**config.mk**
```make
export PLATFORM = sky130hd
export DESIGN_NAME = spawn_x_gen
export DESIGN_NICKNAME = d
export VERILOG_FILES = /design/src/rtl/spawn_pkg.sv /design/src/rtl/spawn_lfsr.sv /design/src/rtl/spawn_x_map.sv /design/src/rtl/spawn_x_gen.sv
export SDC_FILE = /design/constraint.sdc
export NUM_CORES = 1
export LEC_CHECK = 0
export ABC_AREA = 1
export BUFFER_PORTS_ARGS = -buffer_cell sky130_fd_sc_hd__buf_4
export CAP_MARGIN = 20
export CORE_UTILIZATION = 40
export CTS_CLUSTER_SIZE = 10
export DETAILED_ROUTE_END_ITERATION = 8
export MAX_ROUTING_LAYER = met4
export PLACE_DENSITY = 0.78
export SLEW_MARGIN = 0
export SYNTH_ARGS = -nofsm -noshare
export SYNTH_HDL_FRONTEND = slang
export SYNTH_HIERARCHICAL = 1
export SYNTH_SLANG_ARGS = --single-unit
```
**constraint.sdc**
```tcl
create_clock -name clk_i -period 0.9 [get_ports clk_i]
set_input_delay 0.225 -clock clk_i [delete_from_list [all_inputs] [get_ports clk_i]]
set_output_delay 0.225 -clock clk_i [all_outputs]
set_load 0.02 [all_outputs]
```
**src/rtl/spawn_pkg.sv**
```systemverilog
package spawn_pkg;
  localparam int unsigned LFSR_W_DEF = 7;
  localparam int unsigned X_W_DEF    = 10;

  typedef enum logic [1:0] {
    CMD_HOLD = 2'd0,
    CMD_LOAD = 2'd1,
    CMD_STEP = 2'd2
  } lfsr_cmd_e;
endpackage

```
**src/rtl/spawn_lfsr.sv**
```systemverilog
module spawn_lfsr
  import spawn_pkg::*;
#(
  parameter int unsigned W      = LFSR_W_DEF,
  parameter int unsigned TAP_HI = 6,
  parameter int unsigned TAP_LO = 5,
  parameter logic [W-1:0] SAFE_VAL = 1
) (
  input  logic         clk_i,
  input  logic         rst_ni,
  input  lfsr_cmd_e    cmd_i,
  input  logic [W-1:0] seed_i,
  output logic [W-1:0] next_o,
  output logic [W-1:0] state_o
);
  logic [W-1:0] state_q, seed_eff;

  assign next_o   = {state_q[W-2:0], state_q[TAP_HI] ^ state_q[TAP_LO]};
  assign seed_eff = (seed_i == '0) ? SAFE_VAL : seed_i;
  assign state_o  = state_q;

  always_ff @(posedge clk_i or negedge rst_ni) begin
    if (!rst_ni) begin
      state_q <= SAFE_VAL;
    end else begin
      unique case (cmd_i)
        CMD_LOAD: state_q <= seed_eff;
        CMD_STEP: state_q <= next_o;
        default:  state_q <= state_q;
      endcase
    end
  end

  // lockup state must be unreachable
  p_never_zero_r7: assert property (@(posedge clk_i) disable iff (!rst_ni)
    state_q != '0);
  p_idle_hold_r2: assert property (@(posedge clk_i) disable iff (!rst_ni)
    cmd_i == CMD_HOLD |=> $stable(state_q));
  p_seed_taken_r6: assert property (@(posedge clk_i) disable iff (!rst_ni)
    (cmd_i == CMD_LOAD && seed_i != '0) |=> state_q == $past(seed_i));
endmodule

```
**src/rtl/spawn_x_map.sv**
```systemverilog
module spawn_x_map #(
  parameter int unsigned W      = 7,
  parameter int unsigned X_W    = 10,
  parameter int unsigned SHIFT  = 2,
  parameter int unsigned MARGIN = 64
) (
  input  logic           clk_i,
  input  logic           rst_ni,
  input  logic           step_i,
  input  logic [W-1:0]   val_i,
  output logic [X_W-1:0] x_o,
  output logic           valid_o
);
  localparam int unsigned X_MIN = (1 << SHIFT) + MARGIN;
  localparam int unsigned X_MAX = (((1 << W) - 1) << SHIFT) + MARGIN;

  logic [X_W-1:0] scaled, x_d;

  assign scaled = X_W'(val_i) << SHIFT;
  assign x_d    = scaled + X_W'(MARGIN);

  always_ff @(posedge clk_i or negedge rst_ni) begin
    if (!rst_ni) begin
      x_o     <= '0;
      valid_o <= 1'b0;
    end else begin
      valid_o <= step_i;
      if (step_i) x_o <= x_d;
    end
  end

  p_x_hold_r5: assert property (@(posedge clk_i) disable iff (!rst_ni)
    !valid_o |=> (valid_o || $stable(x_o)));
  p_x_range_r9: assert property (@(posedge clk_i) disable iff (!rst_ni)
    valid_o |-> (int'(x_o) >= X_MIN && int'(x_o) <= X_MAX));
endmodule

```
**src/rtl/spawn_x_gen.sv**
```systemverilog
module spawn_x_gen
  import spawn_pkg::*;
#(
  parameter int unsigned LFSR_W = LFSR_W_DEF,
  parameter int unsigned X_W    = X_W_DEF,
  parameter int unsigned SHIFT  = 2,
  parameter int unsigned MARGIN = 64
) (
  input  logic              clk_i,
  input  logic              rst_ni,
  input  logic              seed_load_i,
  input  logic [LFSR_W-1:0] seed_i,
  input  logic              spawn_req_i,
  output logic [X_W-1:0]    spawn_x_o,
  output logic              spawn_valid_o
);
  lfsr_cmd_e         cmd;
  logic [LFSR_W-1:0] lfsr_next, lfsr_state;
  logic              step;

  // load wins over request
  always_comb begin
    if (seed_load_i)      cmd = CMD_LOAD;
    else if (spawn_req_i) cmd = CMD_STEP;
    else                  cmd = CMD_HOLD;
  end
  assign step = (cmd == CMD_STEP);

  spawn_lfsr #(.W(LFSR_W), .TAP_HI(LFSR_W-1), .TAP_LO(LFSR_W-2)) u_lfsr (
    .clk_i  (clk_i),
    .rst_ni (rst_ni),
    .cmd_i  (cmd),
    .seed_i (seed_i),
    .next_o (lfsr_next),
    .state_o(lfsr_state)
  );

  spawn_x_map #(.W(LFSR_W), .X_W(X_W), .SHIFT(SHIFT), .MARGIN(MARGIN)) u_map (
    .clk_i  (clk_i),
    .rst_ni (rst_ni),
    .step_i (step),
    .val_i  (lfsr_next),
    .x_o    (spawn_x_o),
    .valid_o(spawn_valid_o)
  );

  p_pulse_after_req_r4: assert property (@(posedge clk_i) disable iff (!rst_ni)
    (spawn_req_i && !seed_load_i) |=> spawn_valid_o);
  p_no_pulse_on_load_r8: assert property (@(posedge clk_i) disable iff (!rst_ni)
    seed_load_i |=> !spawn_valid_o);
  p_pulse_has_cause_r4: assert property (@(posedge clk_i) disable iff (!rst_ni)
    spawn_valid_o |-> $past(spawn_req_i && !seed_load_i));
  p_state_moves_r2: assert property (@(posedge clk_i) disable iff (!rst_ni)
    (spawn_req_i && !seed_load_i) |=> lfsr_state != $past(lfsr_state));
endmodule

```
==> results_dict.tcl <==
set metrics [dict create \
    antenna_left 0 \
    fillers 170 \
    p_total_mw 2.11 \
    io_pins 22 \
    htree_num_levels 1 \
    grt_pass1_wl_um 2690 \
    layout_commonest_cell "nand2_1" \
    row_count 15 \
    leakage_nw 0.574 \
    hold_violations 0 \
    drt_pass1_iterations 4 \
    finish.instance_area_um2 1130 \
    synth_area_um2 787 \
    hpwlAfterDp_um 1150 \
    fin_crit_ns 1.04 \
    path_class "flop to output port" \
    fmax_mhz 959 \
    numCtsBuffers 3 \
    grt_util_all_layers_pct 17.9 \
    hp-class "input pin to flop" \
    critPathTopFamily "flip-flops" \
    worstPathArrival_ns 0.82 \
    die_x_um 46.4 \
    drc 0 \
    violations "negative setup slack" \
    outcome "finished, violations left" \
    utilization_pct 63.6 \
    power_density_nw_per_um2 1860 \
    via_per_inst 4.58 \
    required_ns 0.67 \
    yosys_warnings 6 \
    setup_viol 11 \
    place_area_um2 980 \
    grt_max_degree 17 \
    wirelength_um 1690 \
    path_buf_inv 1 \
    worst_setup_hold_path_clk_slew_ns 0.09 \
    start_util_pct 44.1 \
    coreArea_um2 1780 \
    crit_slowest_cell "dfrtp_1" \
    crit_path_start_kind "flop" \
    min_period_over_period_pct 116 \
    skew_ns 0.0101 \
    clk_path_buf_depth 2 \
    syn2layout_area_growth_pct 44.0 \
    maxCapViolCount 0 \
    antenna_found_initial 0 \
    insertedDiodeCount 0 \
    synth_cells 93 \
    syn_area_per_cell_um2 8.46 \
    clock_latency_ns 0.27 \
    fp.dieArea_um2 2150 \
    post_route_cells_drive_above_1_share_pct 41.5 \
    ir_drop_mv 0.757 \
    setup_ws_ns -0.142 \
    nets 137 \
    final_cell_mix "31 x nand2_1, 18 x buf_4, 14 x dfrtp_1" \
    grt-ovfl-total 0 \
    cp_cell_sequence "buf_6" \
    wire_per_inst_um 11.4 \
    grt_setup_unrepaired "yes" \
    crit_path_max_incr_delay_ns 0.41 \
    cts_root_buf "clkbuf_4" \
    first_global_vias 649 \
    initialDrtViolationCount 18 \
    port_buffers 19 \
    vias 678 \
    routabilityCongestion 0.849 \
    worstSetupEndpointType "output port" \
    drv_slew 0 \
    pre_cts_slack_ns -0.222 \
    cts_tree "yes" \
    clkSinkCount 16 \
    die_h_um 46.4 \
    cp_max_fo 2 \
]
layout make-up:
cell class | instances | area, µm² | share of cell area [%]
Tap cell | 25 | 31.3 | 2.76
Sequential cell | 16 | 403 | 35.5
Clock buffer | 4 | 26.3 | 2.32
Multi-Input combinational cell | 61 | 354 | 31.2
Inverter | 13 | 61.3 | 5.41
Timing Repair Buffer | 29 | 258 | 22.7
routing by layer:
layer  global-route usage (%)  wire [µm]  share of wire [%]  up-vias
met1                     20.9        697                 41      297
met5                        -          0                  0        -
met2                     30.6        894                 53       27
li1                         -          -                  -      352
met4                     7.06         12               0.71        0
met3                     2.35         83                4.9        2
power by group:
| part | switching (mW) | internal [mW] | total [mW] |
|---|---|---|---|
| logic | 0.379 | 0.403 | 0.782 |
| registers | 0.107 | 0.853 | 0.960 |
| clock network | 0.201 | 0.171 | 0.372 |
| total | 0.686 | 1.43 | 2.11 |
worst min-delay path, delay by kind of cell:
| family | cells | cell delay, ns |
|---|---|---|
| simple gates | 1 | 0.05 |
| buf+inv | 1 | 0.11 |
| compound gates | 1 | 0.06 |
state kept, by name, summed over array words and instances (netlist names):
signal / flops
u_map/x_o: 8
u_lfsr/state_o: 7
u_map/valid_o: 1
per-stage QoR:
stage	TNS, ns	hold slack (ns)	std cells
floorplan	-0.212	-0.0706	94
global placement	-1.72	0.0890	137
detailed placement	-1.98	0.0919	137
CTS	-1.22	0.200	146
global route	-1.72	0.209	148
finish	-1.17	0.210	148
path summary, 6_finish.rpt:
path                       slack (ns)                 to  cells after the start         startpoint
setup reg to reg                -0.01       u_map/x_o[6]                      3       u_map/x_o[6]
hold reg to reg                  0.48       u_map/x_o[5]                      2  u_lfsr/state_o[2]
setup / recovery                -0.14       spawn_x_o[8]                      1       u_map/x_o[8]
hold / removal                   0.21  u_lfsr/state_o[1]                      3          seed_i[1]
min in group asynchronous        0.34       u_map/x_o[6]                      2             rst_ni
max in group asynchronous        0.31  u_lfsr/state_o[0]                      2             rst_ni
repair_timing:
item | in CTS | in global routing
hold buffers | 1 | 0
pin swaps | 1 | 2
setup buffers | 4 | 2
hold endpoints to repair | 15 | 0
setup endpoints to repair | 12 | 16
resized for setup | 10 | 12
(Power assumes the default switching activity.)
